--- config.mk ---
export PLATFORM = sky130hd
export DESIGN_NAME = eeprom_i2c_target
export DESIGN_NICKNAME = d
export VERILOG_FILES = /design/src/rtl/eet_pkg.sv /design/src/rtl/eet_bus_sync.sv /design/src/rtl/eet_addr_ctr.sv /design/src/rtl/eet_byte_engine.sv /design/src/rtl/eeprom_i2c_target.sv
export SDC_FILE = /design/constraint.sdc
export NUM_CORES = 1
export LEC_CHECK = 0
export BUFFER_PORTS_ARGS = -buffer_cell sky130_fd_sc_hd__buf_2
export CORE_AREA = 5 5 101 103
export DETAILED_ROUTE_END_ITERATION = 16
export DIE_AREA = 0 0 106 108
export PLACE_DENSITY = 0.65
export RECOVER_POWER = 50
export SLEW_MARGIN = 20
export SYNTH_ARGS = -nofsm -noshare
export SYNTH_HDL_FRONTEND = slang
export SYNTH_SLANG_ARGS = --single-unit
--- constraint.sdc ---
create_clock -name clk -period 2.7 [get_ports clk]
set_clock_uncertainty 0.2 [all_clocks]
set_input_delay 0.405 -clock clk [delete_from_list [all_inputs] [get_ports clk]]
set_output_delay 0.405 -clock clk [all_outputs]
set_load 0.01 [all_outputs]
--- src/rtl/eet_pkg.sv ---
// Package: shared types for the serial EEPROM target engine.
// Assumes a byte-wide protocol with a 17-bit address fixed by the select-byte layout.
package eet_pkg;
    localparam int BYTE_W  = 8;
    localparam int ADDR_W  = 17;
    localparam int PAGE_W  = 8;
    localparam logic [3:0] FAMILY_CODE = 4'b1010;

    typedef enum logic [2:0] {
        ST_IDLE,
        ST_RX,
        ST_ACK,
        ST_TX,
        ST_MACK
    } eng_state_t;

    typedef enum logic [2:0] {
        PH_SEL,
        PH_AHI,
        PH_ALO,
        PH_WDATA,
        PH_READ
    } eng_phase_t;
endpackage

--- src/rtl/eet_bus_sync.sv ---
// Module: eet_bus_sync
// Brings SCL and SDA into the clock domain through a flop chain and derives
// clock edges plus START/STOP events from the synchronized levels.
// Assumes the bus idles high; the chain resets to 1 so no event fires at reset.
module eet_bus_sync #(
    parameter int STAGES = 2
) (
    input  logic clk,
    input  logic rst_n,
    input  logic scl_i,
    input  logic sda_i,
    output logic sda_lvl,
    output logic scl_rise,
    output logic scl_fall,
    output logic start_evt,
    output logic stop_evt
);
    localparam int TOP = STAGES - 1;

    logic [STAGES-1:0] scl_pipe;
    logic [STAGES-1:0] sda_pipe;
    logic              scl_q;
    logic              sda_q;

    genvar g;
    generate
        for (g = 0; g < STAGES; g++) begin : g_stage
            // Purpose: one synchronizer stage per line.
            always_ff @(posedge clk) begin
                if (!rst_n) begin
                    scl_pipe[g] <= 1'b1;
                    sda_pipe[g] <= 1'b1;
                end else if (g == 0) begin
                    scl_pipe[g] <= scl_i;
                    sda_pipe[g] <= sda_i;
                end else begin
                    scl_pipe[g] <= scl_pipe[(g == 0) ? 0 : g - 1];
                    sda_pipe[g] <= sda_pipe[(g == 0) ? 0 : g - 1];
                end
            end
        end
    endgenerate

    // Purpose: hold previous synchronized levels for edge detection.
    always_ff @(posedge clk) begin
        if (!rst_n) begin
            scl_q <= 1'b1;
            sda_q <= 1'b1;
        end else begin
            scl_q <= scl_pipe[TOP];
            sda_q <= sda_pipe[TOP];
        end
    end

    // Purpose: decode edges and framing events.
    always_comb begin
        sda_lvl   = sda_pipe[TOP];
        scl_rise  = scl_pipe[TOP] & ~scl_q;
        scl_fall  = ~scl_pipe[TOP] & scl_q;
        start_evt = scl_pipe[TOP] & scl_q & sda_q & ~sda_pipe[TOP];
        stop_evt  = scl_pipe[TOP] & scl_q & ~sda_q & sda_pipe[TOP];
    end
endmodule

--- src/rtl/eet_addr_ctr.sv ---
// Module: eet_addr_ctr
// Internal address counter: parallel load, full-range increment (reads)
// and in-page increment that wraps the low PAGE_W bits (writes).
// Assumes at most one request per cycle matters; load has priority.
module eet_addr_ctr #(
    parameter int ADDR_W = 17,
    parameter int PAGE_W = 8
) (
    input  logic              clk,
    input  logic              rst_n,
    input  logic              load,
    input  logic [ADDR_W-1:0] load_val,
    input  logic              inc_full,
    input  logic              inc_page,
    output logic [ADDR_W-1:0] ctr_o
);
    localparam logic [PAGE_W-1:0] PAGE_ONE = PAGE_W'(1);

    // Purpose: update the counter according to the request.
    always_ff @(posedge clk) begin
        if (!rst_n) begin
            ctr_o <= '0;
        end else if (load) begin
            ctr_o <= load_val;
        end else if (inc_full) begin
            ctr_o <= ctr_o + ADDR_W'(1);
        end else if (inc_page) begin
            ctr_o[PAGE_W-1:0] <= ctr_o[PAGE_W-1:0] + PAGE_ONE;
        end
    end


    page_hold_chk: assert property (@(posedge clk) disable iff (!rst_n)
        (inc_page && !load && !inc_full) |=> (ctr_o[ADDR_W-1:PAGE_W] == $past(ctr_o[ADDR_W-1:PAGE_W])));


    full_wrap_chk: assert property (@(posedge clk) disable iff (!rst_n)
        (inc_full && !load && (&ctr_o)) |=> (ctr_o == '0));
endmodule

--- src/rtl/eet_byte_engine.sv ---
// Module: eet_byte_engine
// Bit/byte sequencer: receives select, address and data bytes, drives the
// acknowledge and read data through the open-drain enable, and requests
// counter updates. Assumes bus events come from eet_bus_sync, one per cycle.
module eet_byte_engine
    import eet_pkg::*;
(
    input  logic              clk,
    input  logic              rst_n,
    input  logic              sda_lvl,
    input  logic              scl_rise,
    input  logic              scl_fall,
    input  logic              start_evt,
    input  logic              stop_evt,
    input  logic [1:0]        strap_i,
    input  logic              busy_i,
    input  logic [BYTE_W-1:0] rd_data_i,
    input  logic [ADDR_W-1:0] ctr_i,
    output logic              ctr_load,
    output logic [ADDR_W-1:0] ctr_load_val,
    output logic              ctr_inc_full,
    output logic              ctr_inc_page,
    output logic              sda_oe_o,
    output logic              wr_strobe_o,
    output logic [ADDR_W-1:0] wr_addr_o,
    output logic [BYTE_W-1:0] wr_data_o,
    output logic              wr_done_o
);
    localparam logic [3:0] LAST_BIT = 4'd7;
    localparam logic [3:0] ALL_BITS = 4'd8;

    eng_state_t        state;
    eng_phase_t        phase;
    logic [3:0]        bit_cnt;
    logic [BYTE_W-1:0] rx_sh;
    logic [BYTE_W-1:0] tx_sh;
    logic [BYTE_W-1:0] hi_byte;
    logic              page_bit;
    logic              ack_ok;
    logic              more;
    logic              wr_pending;

    logic [BYTE_W-1:0] rx_byte;
    logic              byte_done;
    logic              sel_match;
    logic              tx_load;

    // Purpose: combine the shift register with the current bit and decode requests.
    always_comb begin
        rx_byte      = {rx_sh[BYTE_W-2:0], sda_lvl};
        byte_done    = (state == ST_RX) && scl_rise && (bit_cnt == LAST_BIT);
        sel_match    = (rx_byte[7:4] == FAMILY_CODE) && (rx_byte[3:2] == strap_i);
        tx_load      = scl_fall && (((state == ST_ACK) && (phase == PH_READ)) ||
                                    ((state == ST_MACK) && more));
        ctr_load     = byte_done && (phase == PH_ALO);
        ctr_load_val = {page_bit, hi_byte, rx_byte};
        ctr_inc_page = byte_done && (phase == PH_WDATA);
        ctr_inc_full = tx_load;
    end

    // Purpose: protocol state machine and output registers.
    always_ff @(posedge clk) begin
        if (!rst_n) begin
            state       <= ST_IDLE;
            phase       <= PH_SEL;
            bit_cnt     <= '0;
            rx_sh       <= '0;
            tx_sh       <= '0;
            hi_byte     <= '0;
            page_bit    <= 1'b0;
            ack_ok      <= 1'b0;
            more        <= 1'b0;
            wr_pending  <= 1'b0;
            sda_oe_o    <= 1'b0;
            wr_strobe_o <= 1'b0;
            wr_addr_o   <= '0;
            wr_data_o   <= '0;
            wr_done_o   <= 1'b0;
        end else begin
            wr_strobe_o <= 1'b0;
            wr_done_o   <= 1'b0;
            if (start_evt) begin
                state      <= ST_RX;
                phase      <= PH_SEL;
                bit_cnt    <= '0;
                sda_oe_o   <= 1'b0;
                wr_pending <= 1'b0;
            end else if (stop_evt) begin
                state      <= ST_IDLE;
                sda_oe_o   <= 1'b0;
                wr_done_o  <= wr_pending;
                wr_pending <= 1'b0;
            end else begin
                case (state)
                    ST_IDLE: begin
                        bit_cnt <= '0;
                    end
                    ST_RX: begin
                        if (scl_rise) begin
                            rx_sh   <= rx_byte;
                            bit_cnt <= bit_cnt + 4'd1;
                        end
                        if (byte_done) begin
                            case (phase)
                                PH_SEL: begin
                                    ack_ok   <= sel_match && !busy_i;
                                    page_bit <= rx_byte[1];
                                    phase    <= rx_byte[0] ? PH_READ : PH_AHI;
                                end
                                PH_AHI: begin
                                    hi_byte <= rx_byte;
                                    ack_ok  <= 1'b1;
                                    phase   <= PH_ALO;
                                end
                                PH_ALO: begin
                                    ack_ok <= 1'b1;
                                    phase  <= PH_WDATA;
                                end
                                PH_WDATA: begin
                                    ack_ok      <= 1'b1;
                                    wr_strobe_o <= 1'b1;
                                    wr_addr_o   <= ctr_i;
                                    wr_data_o   <= rx_byte;
                                    wr_pending  <= 1'b1;
                                end
                                default: begin
                                    ack_ok <= 1'b0;
                                end
                            endcase
                        end
                        if (scl_fall && (bit_cnt == ALL_BITS)) begin
                            if (ack_ok) begin
                                state    <= ST_ACK;
                                sda_oe_o <= 1'b1;
                            end else begin
                                state <= ST_IDLE;
                            end
                        end
                    end
                    ST_ACK: begin
                        if (tx_load) begin
                            tx_sh    <= rd_data_i;
                            sda_oe_o <= ~rd_data_i[BYTE_W-1];
                            bit_cnt  <= '0;
                            state    <= ST_TX;
                        end else if (scl_fall) begin
                            sda_oe_o <= 1'b0;
                            bit_cnt  <= '0;
                            state    <= ST_RX;
                        end
                    end
                    ST_TX: begin
                        if (scl_rise) begin
                            bit_cnt <= bit_cnt + 4'd1;
                        end
                        if (scl_fall) begin
                            if (bit_cnt == ALL_BITS) begin
                                sda_oe_o <= 1'b0;
                                state    <= ST_MACK;
                            end else begin
                                tx_sh    <= {tx_sh[BYTE_W-2:0], 1'b0};
                                sda_oe_o <= ~tx_sh[BYTE_W-2];
                            end
                        end
                    end
                    ST_MACK: begin
                        if (scl_rise) begin
                            more <= ~sda_lvl;
                        end
                        if (tx_load) begin
                            tx_sh    <= rd_data_i;
                            sda_oe_o <= ~rd_data_i[BYTE_W-1];
                            bit_cnt  <= '0;
                            state    <= ST_TX;
                        end else if (scl_fall) begin
                            state <= ST_IDLE;
                        end
                    end
                    default: begin
                        state <= ST_IDLE;
                    end
                endcase
            end
        end
    end


    oe_timing_chk: assert property (@(posedge clk) disable iff (!rst_n)
        (sda_oe_o != $past(sda_oe_o)) |-> $past(scl_fall || start_evt || stop_evt));


    idle_quiet_chk: assert property (@(posedge clk) disable iff (!rst_n)
        (state == ST_IDLE) |-> !sda_oe_o);


    strobe_pulse_chk: assert property (@(posedge clk) disable iff (!rst_n)
        wr_strobe_o |=> !wr_strobe_o);


    done_pulse_chk: assert property (@(posedge clk) disable iff (!rst_n)
        wr_done_o |-> $past(stop_evt));
endmodule

--- src/rtl/eeprom_i2c_target.sv ---
// Module: eeprom_i2c_target (top)
// I2C target front end for a 17-bit byte-addressed serial memory.
// Assumes the array answers rd_addr_o with rd_data_i one clock later and
// that the clock oversamples SCL by well over the synchronizer depth.
module eeprom_i2c_target
    import eet_pkg::*;
#(
    parameter int SYNC_STAGES = 2
) (
    input  logic              clk,
    input  logic              rst_n,
    input  logic              scl_i,
    input  logic              sda_i,
    input  logic [1:0]        strap_i,
    input  logic              busy_i,
    input  logic [BYTE_W-1:0] rd_data_i,
    output logic              sda_oe_o,
    output logic [ADDR_W-1:0] rd_addr_o,
    output logic              wr_strobe_o,
    output logic [ADDR_W-1:0] wr_addr_o,
    output logic [BYTE_W-1:0] wr_data_o,
    output logic              wr_done_o
);
    logic              sda_lvl;
    logic              scl_rise;
    logic              scl_fall;
    logic              start_evt;
    logic              stop_evt;
    logic              ctr_load;
    logic [ADDR_W-1:0] ctr_load_val;
    logic              ctr_inc_full;
    logic              ctr_inc_page;
    logic [ADDR_W-1:0] ctr;

    eet_bus_sync #(.STAGES(SYNC_STAGES)) u_sync (
        .clk       (clk),
        .rst_n     (rst_n),
        .scl_i     (scl_i),
        .sda_i     (sda_i),
        .sda_lvl   (sda_lvl),
        .scl_rise  (scl_rise),
        .scl_fall  (scl_fall),
        .start_evt (start_evt),
        .stop_evt  (stop_evt)
    );

    eet_addr_ctr #(.ADDR_W(ADDR_W), .PAGE_W(PAGE_W)) u_ctr (
        .clk      (clk),
        .rst_n    (rst_n),
        .load     (ctr_load),
        .load_val (ctr_load_val),
        .inc_full (ctr_inc_full),
        .inc_page (ctr_inc_page),
        .ctr_o    (ctr)
    );

    eet_byte_engine u_eng (
        .clk          (clk),
        .rst_n        (rst_n),
        .sda_lvl      (sda_lvl),
        .scl_rise     (scl_rise),
        .scl_fall     (scl_fall),
        .start_evt    (start_evt),
        .stop_evt     (stop_evt),
        .strap_i      (strap_i),
        .busy_i       (busy_i),
        .rd_data_i    (rd_data_i),
        .ctr_i        (ctr),
        .ctr_load     (ctr_load),
        .ctr_load_val (ctr_load_val),
        .ctr_inc_full (ctr_inc_full),
        .ctr_inc_page (ctr_inc_page),
        .sda_oe_o     (sda_oe_o),
        .wr_strobe_o  (wr_strobe_o),
        .wr_addr_o    (wr_addr_o),
        .wr_data_o    (wr_data_o),
        .wr_done_o    (wr_done_o)
    );

    assign rd_addr_o = ctr;
endmodule

# --- Word level (Yosys, flattened, before mapping) ---
# Cells that the tools add are included.
totals:
  register_bits: 87
  word_cells: 150
  inputBits: 15
  output_inout_bits: 45
op_classes:
  n_eq_ne: 28
  n_mux: 36
  add_sub_neg: 3
  bitwise: 19
  reduce_logical: 40
op_table:
  columns: ["op", "n"]
  rows:
  - ["3-bit 2-to-1 mux", 8]
  - ["6-bit AND reduction", 4]
  - ["7-bit 2-to-1 mux", 3]
  - ["5-bit AND reduction", 4]
  - ["17-bit by 1-bit adder with 17-bit output (second input constant)", 1]
  - ["17-bit 2-to-1 mux", 1]
  - ["4-bit 2-to-1 mux", 4]
  - ["8-bit 2-to-1 mux", 2]
  - ["4-bit one-hot mux with 4 select lines", 1]
  - ["4-bit AND reduction", 4]
  - ["3-bit one-hot mux with 5 select lines", 1]
  - ["7-bit one-hot mux with 2 select lines", 1]
  - ["3-bit by 2-bit == test with 1-bit output (second input constant)", 4]
  - ["1-bit NOT", 12]
  - ["1-bit logical AND", 10]
  - ["1-bit 2-to-1 mux", 10]
  - ["2-bit by 1-bit inequality test with 1-bit output (second input constant)", 5]
  - ["5-bit by 4-bit inequality test with 1-bit output (second input constant)", 2]
  - ["9-bit 2-to-1 mux", 1]
  - ["3-bit one-hot mux with 3 select lines", 1]
  - ["3-bit OR reduction", 3]
  - ["8-bit by 1-bit adder with 8-bit output (second input constant)", 1]
  - ["4-bit == test (second input constant)", 2]
  - ["4-bit by 3-bit inequality test with 1-bit output (second input constant)", 2]
  - ["22 further kinds", 39]

# --- Depth between registers and ports, before layout ---
# Gate-level depths: netlist of run 1.
logic_depth:
  word_depth: 8
  depth_mapped: 8
  depth_no_buf: 7

# --- Hierarchy ---
# From an unflattened synthesis of run 1, not the netlist that was laid out.
hier_totals:
  hier_cells: 422
  hier_area_um2: 3945.0
modules_own_cells:
  columns: ["module", "area_each_um2", "instances", "cells_per_inst", "seq_area_each_um2"]
  rows:
  - ["eet_byte_engine", 2844.0, 1, 296, 1281.2]
  - ["eet_addr_ctr", 910.9, 1, 110, 340.3]
  - ["eet_bus_sync", 190.2, 1, 16, 120.1]

# --- Least setup slack after synthesis of run 1 ---
# No wires, ideal clock.
synth_timing:
  kind: "flip-flop to flip-flop"
  start: "register u_eng.bit_cnt[0]"
  end: "register u_eng.hi_byte[0]"
  slack_ns: 0.641
  setup_time_ns: 0.128
  path_stages_with_launch: 8
  t_required_ns: 2.372
  arrival_ns: 1.732
  synth_period_minus_slack_ns: 2.059
  n_path_buf: 1
  cell_sequence: "dfxtp_1 -> ha_1 -> nor4bb_1 -> nand3_1 -> or3b_1 -> buf_4 -> mux2i_1 -> nor2_1"
synth_between:
  elab_chain_len: 3
synth_rtl:
  columns: ["item", "line_no", "text"]
  rows:
  - ["start: declaration", "eet_byte_engine.sv:34", "logic [3:0] bit_cnt;"]
  - ["start signal: assignment", "eet_byte_engine.sv:101", "bit_cnt <= bit_cnt + 4'd1;"]
  - ["start signal: assignment", "eet_byte_engine.sv:154", "bit_cnt <= bit_cnt + 4'd1;"]
  - ["4-bit by 3-bit == test with 1-bit output", "eet_byte_engine.sv:51", "byte_done = (state == ST_RX) && scl_rise && (bit_cnt == LAST_BIT);"]
  - ["1-bit logical AND", "eet_byte_engine.sv:51", null]
  - ["5-bit AND reduction (no source line)", null, null]
  - ["end signal: assignment", "eet_byte_engine.sv:111", "hi_byte <= rx_byte;"]
  - ["end: declaration", "eet_byte_engine.sv:37", "logic [BYTE_W-1:0] hi_byte;"]
# Every way passes these cells.
# A chain may end at the register's enable or synchronous reset.

# --- Worst setup path after layout of run 1 ---
layout_timing:
  start: "register u_eng.bit_cnt[0]"
  end: "register u_eng.hi_byte[6]"
# Same word-level chain as after synthesis.

==> flow_summary_export.csv, run 1 <==
group,metric,value,unit
global_route,grt.met2_usage,30.4,%
setup_path,end_kind,"flip-flop",
cells_and_area,fin_util,49.5,%
floorplan,dieArea,11400,um^2
cts,tritoncts.num_buffers,9,
yosys,synth_ff_type,"dfxtp_1",
floorplan,die_h,108,um
cts,cts.reportedPaths.clkPinSlew,0.08,ns
setup_path,worst-path-max-fanout,10,
yosys,syn-instance-count,480,
cells_and_area,syn2layout_area_growth,11.9,%
yosys,ys_types,72,
place,preCtsSetupSlack,0.308,ns
sta,slew_headroom,33.2,%
power_and_ir_drop,peakVddDrop,0.251,mV
floorplan,die_x,106,um
sta,worst_pin_slew,1.00,ns
cts,postCtsSetupRepairBufs,0,
yosys,synth_area,4030,um^2
detailed_routing,routed_via_density,5.63,
power_and_ir_drop,p_per_area,485,nW/um^2
setup_path,cp.arrival,2.42,ns
cts,root_buffer,"clkbuf_8",
setup_path,worstPathRequired,2.72,ns
power_and_ir_drop,p_leak,1.51,nW
global_route,use_met3,4.78,%
detailed_routing,drc_errors,0,
setup_path,crit_type,"flip-flop to flip-flop",
place,gp_congestion,0.901,
sta,fmax,416,MHz
cts,clock_sink_count,87,
detailed_routing,drtIter0Drc,253,
detailed_routing,vias,3645,
floorplan,core_region_area,9110,um^2
global_route,overflow,0,
global_route,grt_max_degree,60,
cts,htreeDepth,3,
global_route,grtUsageMet1,21.8,%
sta,hold_ws,0.0375,ns
sta,setup_viol,0,
sta,period_needed,2.41,ns
sta,setup-tns-final,0,ns
detailed_routing,drt_pass1_iterations,5,
cts,cts_buffer_depth,2,
yosys,synth-async-reset-ratio,0,%
sta,rsz0062_at_grt,"false",
place,port_buffers,59,
floorplan,initial_core_util,44.2,%
detailed_routing,wl_per_cell,15.6,um
global_route,grt_pass1_wl,16.4,mm
yosys,ys_ff_latch,87,
cts,clkLatencyLatePin,0.35,ns
cts,tritoncts,"built",
yosys,yosysWarnings,0,
sta,worst_slack,0.294,ns
floorplan,rows,35,
global_route,busiest_layer,"met2",
cells_and_area,num-nets-final,550,
global_route,grt_pass1_vias,3285,
outcome,status,"finished, final reports clean",
detailed_routing,wl,10.1,mm
setup_path,cp-start-kind,"flip-flop",
yosys,synth.avg_cell_area,8.39,um^2
floorplan,boundaryPins,60,
detailed_routing,ant_nets,0,
yosys,synth_nets,498,
cts,cts_resized,0,
global_route,antenna_found_initial,0,
place,hpwl,7.23,mm
yosys,yosysSeqAreaShare,43.3,%
sta,finalCritPeriodShare,89.1,%
yosys,synth_edf_count,0,
sta,hold_viol,0,
cts,postCtsHoldBufs,0,
run,maxCapViolCount,0,
power_and_ir_drop,total_power,0.00219,W
hold_path,min_path_type,"input port to flip-flop",
cells_and_area,layout-drive-gt1-share,10.6,%
sta,final_max_slew_viol_count,0,
global_route,track_usage,17.6,%
cells_and_area,num_antenna_cells,0,
[worst max-delay path, cell delays in order (launching register included)]
cell      delay, ns
dfxtp_1        0.39
ha_1           0.26
nor4bb_1       0.39
nand3_1        0.14
or3b_1         0.60
mux2i_1        0.25
nor2_1         0.05
[area by class of cell]
type | instances | area (um^2)
clock buffers | 12 | 155
clock inverters | 3 | 18.8
fillers | 929 | 4600
inverters | 13 | 48.8
multi-input cells | 348 | 2070
flip-flops and latches | 87 | 1740
well taps | 111 | 139
repair buffers | 73 | 333
[power by group]
part	leakage (nW)	internal (W)	total [W]	switching [W]
Combinational	0.716	0.0000220	0.0000690	0.0000470
Clock	0.0922	0.000379	0.000825	0.000445
Sequential	0.702	0.00129	0.00129	0.00000627
[cell usage after synthesis (4+ instances only)]
| cell | count | share of area [%] |
|---|---|---|
| nand3_1 | 19 | 2.4 |
| nand2_1 | 84 | 7.8 |
| and3_1 | 5 | 0.78 |
| o21ai_1 | 4 | 0.50 |
| a311oi_1 | 6 | 1.3 |
| o21ai_0 | 9 | 1.1 |
| a21oi_1 | 65 | 8.1 |
| o211ai_1 | 5 | 0.93 |
| nor3_1 | 6 | 0.75 |
| clkbuf_1 | 12 | 1.1 |
| nor2_1 | 31 | 2.9 |
| buf_2 | 15 | 1.9 |
| nand4_1 | 7 | 1.1 |
| nor2b_1 | 4 | 0.62 |
| inv_1 | 12 | 1.1 |
| mux2i_1 | 16 | 4.0 |
| dfxtp_1 | 87 | 43 |
| nand2b_1 | 8 | 1.2 |
| a31oi_1 | 5 | 0.78 |
[placed cells by master (no fill, tap or decap), types with 11 or more instances in the layout]
cell / synthesis / routed
a21oi_1: 65 / 65
buf_2: 15 / 14
buf_4: 2 / 11
clkbuf_1: 12 / 49
clkbuf_8: 0 / 11
dfxtp_1: 87 / 87
inv_1: 12 / 12
mux2i_1: 16 / 16
nand2_1: 84 / 84
nand3_1: 19 / 19
nor2_1: 31 / 31
[layer usage]
layer | wire length (um) | vias up
met1 | 4390 | 1693
met4 | 165 | 0
met5 | 0 | -
met3 | 673 | 17
met2 | 4880 | 116
li1 | - | 1819
[cell families after synthesis]
| family | after synthesis | share of synthesized area (%) |
|---|---|---|
| AO/OA/AOI/OAI | 125 | 19.6 |
| XOR/XNOR | 3 | 0.653 |
| adder cells (fa/ha/maj) | 3 | 0.932 |
| buffers and inverters | 45 | 5.22 |
| flip-flops | 87 | 43.3 |
| multiplexers | 16 | 3.98 |
| AND/OR/NAND/NOR | 201 | 26.3 |
[stage by stage]
stage,cell area (um^2),instances
global placement,4400,632
global route,4510,647
floorplan,4030,480
detailed placement,4400,632
CTS,4580,647
finish,4510,647
[sequential cells by signal, indices dropped and copies added, names as in the netlist, 2 cells and up]
register / count
u_ctr.ctr_o: 17
u_eng.bit_cnt: 4
u_eng.hi_byte: 8
u_eng.phase: 3
u_eng.rx_sh: 7
u_eng.state: 3
u_eng.tx_sh: 7
u_eng.wr_addr_o: 17
u_eng.wr_data_o: 8
u_sync.scl_pipe: 2
[worst paths after layout]
| path | startpoint | endpoint | slack, ns | cells after the start |
|---|---|---|---|---|
| setup / recovery | u_eng.bit_cnt[0]$_SDFFE_PP0P_ | u_eng.hi_byte[6]$_SDFFE_PN0P_ | 0.29 | 6 |
| hold / removal | sda_i | u_sync.sda_pipe[0]$_SDFF_PN1_ | 0.04 | 2 |
| setup reg to reg | u_eng.bit_cnt[0]$_SDFFE_PP0P_ | u_eng.hi_byte[6]$_SDFFE_PN0P_ | 0.29 | 6 |
| hold reg to reg | u_sync.sda_pipe[0]$_SDFF_PN1_ | u_sync.sda_lvl$_SDFF_PN1_ | 0.21 | 1 |
Note: power is estimated with default switching activity, not from simulation.
==> run 2: changes to the inputs <==
Settings changed: RECOVER_POWER 50 to 25.
==> flow_summary_export.csv, run 2 (synthesized netlist as in run 1, its figures left out) <==
group,metric,value,unit
outcome,status,"finished, final reports clean",
cells_and_area,syn2layout_area_growth,12.8,%
global_route,grt_pass1_vias,3285,
power_and_ir_drop,peakVddDrop,0.251,mV
global_route,grt_max_degree,60,
floorplan,rows,35,
sta,hold_viol,0,
global_route,grt_pass1_wl,16.4,mm
power_and_ir_drop,p_per_area,481,nW/um^2
global_route,antenna_found_initial,0,
floorplan,boundaryPins,60,
place,hpwl,7.23,mm
floorplan,dieArea,11400,um^2
sta,rsz0062_at_grt,"false",
floorplan,die_x,106,um
cts,postCtsHoldBufs,0,
place,port_buffers,59,
sta,finalCritPeriodShare,89.3,%
setup_path,cp.arrival,2.42,ns
cts,tritoncts.num_buffers,9,
sta,fmax,415,MHz
cts,cts_buffer_depth,2,
cts,cts_resized,0,
sta,hold_ws,0.0390,ns
power_and_ir_drop,p_leak,1.61,nW
floorplan,die_h,108,um
sta,final_max_slew_viol_count,0,
cts,clock_sink_count,87,
cts,htreeDepth,3,
cells_and_area,num_antenna_cells,0,
detailed_routing,routed_via_density,5.61,
hold_path,min_path_type,"input port to flip-flop",
cts,clkLatencyLatePin,0.35,ns
cells_and_area,final_cell_mix,"87 x dfxtp_1, 84 x nand2_1, 65 x a21oi_1, 32 x buf_2, 31 x nor2_1",
detailed_routing,drc_errors,0,
sta,setup-tns-final,0,ns
setup_path,worst-path-max-fanout,10,
detailed_routing,wl,10.1,mm
global_route,overflow,0,
global_route,track_usage,17.6,%
cells_and_area,final_common_cell,"dfxtp_1",
detailed_routing,ant_nets,0,
detailed_routing,wl_per_cell,15.6,um
setup_path,worstPathRequired,2.71,ns
cts,cts.reportedPaths.clkPinSlew,0.08,ns
cells_and_area,top_regs,"u_ctr.ctr_o (17), u_eng.wr_addr_o (17)",
detailed_routing,drtIter0Drc,244,
cts,postCtsSetupRepairBufs,0,
sta,setup_viol,0,
cts,root_buffer,"clkbuf_8",
floorplan,initial_core_util,44.2,%
place,gp_congestion,0.901,
sta,worst_pin_slew,1.00,ns
sta,slew_headroom,33.2,%
detailed_routing,vias,3630,
cts,tritoncts,"built",
floorplan,core_region_area,9110,um^2
setup_path,crit_type,"flip-flop to flip-flop",
setup_path,end_kind,"flip-flop",
run,maxCapViolCount,0,
setup_path,cp-start-kind,"flip-flop",
sta,period_needed,2.41,ns
cells_and_area,num-nets-final,550,
cells_and_area,layout-drive-gt1-share,14.6,%
detailed_routing,drt_pass1_iterations,5,
run 2: cell types whose count changed in the layout (fill, tap and decap cells not counted):
cell      delta
o21ai_1      +1
clkbuf_1    -20
o21ai_0      -1
o211ai_1     -1
o211ai_2     +1
buf_4        +2
buf_2       +18
run 2: per-stage QoR:
stage	power [W]	util, %	instance area [um^2]	setup WS, ns	instances
after floorplan	0.00137	-	4030	0.641	480
after global placement	0.00139	48.4	4400	0.389	632
after detailed placement	0.00139	48.4	4400	0.308	632
after CTS	0.00222	50.3	4580	0.291	647
after global routing	0.00229	49.8	4540	0.0130	647
final	0.00219	49.8	4540	0.289	647
run 2: routing by layer:
layer	global-route usage (%)	routed length, um
met5	0	0
met4	4.44	165
met3	4.78	716
met2	30.4	4870
met1	21.8	4320
run 2: path summary, 6_finish.rpt:
kind                                       from                             to  slack [ns]  depth (start not counted)
setup / recovery  u_eng.bit_cnt[0]$_SDFFE_PP0P_  u_eng.hi_byte[0]$_SDFFE_PN0P_        0.29                          6
hold / removal                            sda_i  u_sync.sda_pipe[0]$_SDFF_PN1_        0.04                          2
setup reg to reg  u_eng.bit_cnt[0]$_SDFFE_PP0P_  u_eng.hi_byte[0]$_SDFFE_PN0P_        0.29                          6
hold reg to reg   u_sync.sda_pipe[0]$_SDFF_PN1_      u_sync.sda_lvl$_SDFF_PN1_        0.21                          1
run 2: power breakdown:
group / total [W] / switching, W / internal [W]
logic: 0.0000701 / 0.0000473 / 0.0000228
registers: 0.00129 / 0.00000618 / 0.00129
clock network: 0.000824 / 0.000444 / 0.000379
run 2: cell type report:
cell class                 count  area [um^2]
clock buffer                  12          155
sequential                    87         1740
timing repair buffer          73          363
inverter                      13         48.8
fill                         916         4570
clock inverter                 3         18.8
multi-input combinational    348         2070
tap                          111          139
run 2: critical path, cell delays in order, from the launching register on:
cell and delay [ns]:
dfxtp_1 0.39, ha_1 0.25, nor4bb_1 0.40, nand3_1 0.14
or3b_1 0.60, mux2i_1 0.24, nor2_1 0.06
==> run 3: changes to the inputs <==
Settings changed: CTS_BUF_LIST from default to sky130_fd_sc_hd__clkbuf_4.
==> flow_summary_export.csv, run 3 (synthesized netlist as in run 1, its figures left out) <==
group,metric,value,unit
cells_and_area,num-nets-final,552,
sta,final_max_slew_viol_count,0,
place,dpl.cell_count,632,
sta,finalCritPeriodShare,89.0,%
setup_path,end_kind,"flip-flop",
detailed_routing,vias,3652,
floorplan,core_region_area,9110,um^2
sta,slew_headroom,58.0,%
cts,clkLatencyLatePin,0.43,ns
setup_path,crit_type,"flip-flop to flip-flop",
sta,fmax,416,MHz
power_and_ir_drop,p_int,0.00150,W
power_and_ir_drop,p_leak,1.59,nW
hold_path,min_path_type,"input port to flip-flop",
power_and_ir_drop,peakVddDrop,0.231,mV
floorplan,die_h,108,um
global_route,grt_pass1_vias,3339,
sta,setup_viol,0,
setup_path,worstPathRequired,2.81,ns
cts,tritoncts,"built",
cts,cts.reportedPaths.clkPinSlew,0.13,ns
power_and_ir_drop,sw_frac_of_total,24.3,%
sta,setup-tns-final,0,ns
setup_path,cp-start-kind,"flip-flop",
floorplan,rows,35,
cells_and_area,final_common_cell,"dfxtp_1",
cts,cts_resized,0,
setup_path,worst-path-max-fanout,10,
cts,cts_buffer_depth,2,
floorplan,boundaryPins,60,
place,port_buffers,59,
detailed_routing,drc_errors,0,
global_route,antenna_found_initial,0,
setup_path,cp.arrival,2.51,ns
cts,root_buffer,"clkbuf_4",
outcome,status,"finished, final reports clean",
power_and_ir_drop,p_per_area,442,nW/um^2
cts,postCtsHoldBufs,2,
detailed_routing,routed_via_density,5.63,
cells_and_area,final_cell_mix,"87 x dfxtp_1, 84 x nand2_1, 65 x a21oi_1, 33 x buf_2, 31 x nor2_1",
global_route,grt_pass1_wl,16.5,mm
place,hpwl,7.23,mm
detailed_routing,ant_nets,0,
sta,worst_pin_slew,0.629,ns
sta,rsz0062_at_grt,"false",
run,maxCapViolCount,0,
cts,clock_sink_count,87,
global_route,overflow,0,
detailed_routing,drt_pass1_iterations,5,
floorplan,initial_core_util,44.2,%
setup_path,r2r_setup_slack,0.30,ns
power_and_ir_drop,seqPwrFrac,65.2,%
cells_and_area,layout-drive-gt1-share,14.7,%
sta,period_needed,2.40,ns
cells_and_area,num_antenna_cells,0,
detailed_routing,wl_per_cell,15.7,um
cells_and_area,fin_cells,649,
detailed_routing,drtIter0Drc,278,
cts,htreeDepth,3,
cells_and_area,fin_util,49.3,%
sta,hold_viol,0,
power_and_ir_drop,combPwrFrac,3.7,%
power_and_ir_drop,switchingPower,0.000482,W
floorplan,die_x,106,um
cells_and_area,syn2layout_area_growth,11.6,%
cells_and_area,top_regs,"u_ctr.ctr_o (17), u_eng.wr_addr_o (17)",
detailed_routing,wl,10.2,mm
floorplan,dieArea,11400,um^2
global_route,grt_max_degree,60,
cts,tritoncts.num_buffers,9,
sta,hold_ws,0.0246,ns
cts,postCtsSetupRepairBufs,0,
place,gp_congestion,0.901,
power_and_ir_drop,clkPwrFrac,31.1,%
global_route,track_usage,17.8,%
run 3: area by class of cell:
cell class / count / area, um^2
Fill cell: 922 / 4620
Multi-Input combinational cell: 348 / 2070
Sequential cell: 87 / 1740
Timing Repair Buffer: 75 / 388
Tap cell: 111 / 139
Clock buffer: 10 / 75.1
Inverter: 13 / 48.8
Clock inverter: 5 / 26.3
run 3: through the flow:
| stage | total power, W | area (um^2) | setup WS [ns] |
|---|---|---|---|
| final | 0.00198 | 4490 | 0.296 |
| after global placement | 0.00139 | 4400 | 0.389 |
| after global routing | 0.00208 | 4490 | 0.0118 |
| after CTS | 0.00201 | 4530 | 0.283 |
| after floorplan | 0.00137 | 4030 | 0.641 |
| after detailed placement | 0.00139 | 4400 | 0.308 |
run 3: path summary, 6_finish.rpt:
kind | end | depth (start not counted) | start
hold reg to reg | u_sync.scl_pipe[1]$_SDFF_PN1_ | 1 | u_sync.scl_pipe[0]$_SDFF_PN1_
setup reg to reg | u_eng.hi_byte[0]$_SDFFE_PN0P_ | 6 | u_eng.bit_cnt[0]$_SDFFE_PP0P_
hold / removal | u_eng.tx_sh[0]$_SDFFE_PN0P_ | 2 | rd_data_i[0]
setup / recovery | u_eng.hi_byte[0]$_SDFFE_PN0P_ | 6 | u_eng.bit_cnt[0]$_SDFFE_PP0P_
run 3: per-layer routing:
metal | routed length, um | GRT usage (%) | vias up | share of wire (%)
li1 | - | - | 1822 | -
met1 | 4380 | 21.9 | 1704 | 43
met2 | 5020 | 30.8 | 111 | 49
met3 | 649 | 4.60 | 15 | 6.4
met4 | 136 | 4.90 | 0 | 1.3
met5 | 0 | 0 | - | 0
run 3: critical path, stage by stage (launching register included):
cell and delay, ns:
dfxtp_1 0.41, ha_1 0.26, nor4bb_1 0.39, nand3_1 0.14, or3b_1 0.60, mux2i_1 0.24, nor2_1 0.06
run 3: power by group through the flow:
stage | clock network, W | registers [W] | logic [W]
finish | 0.000617 | 0.00129 | 0.0000729
global route | 0.000704 | 0.00130 | 0.0000806
CTS | 0.000646 | 0.00129 | 0.0000737
detailed placement | 0 | 0.00132 | 0.0000711
global placement | 0 | 0.00132 | 0.0000707
floorplan | 0 | 0.00132 | 0.0000464
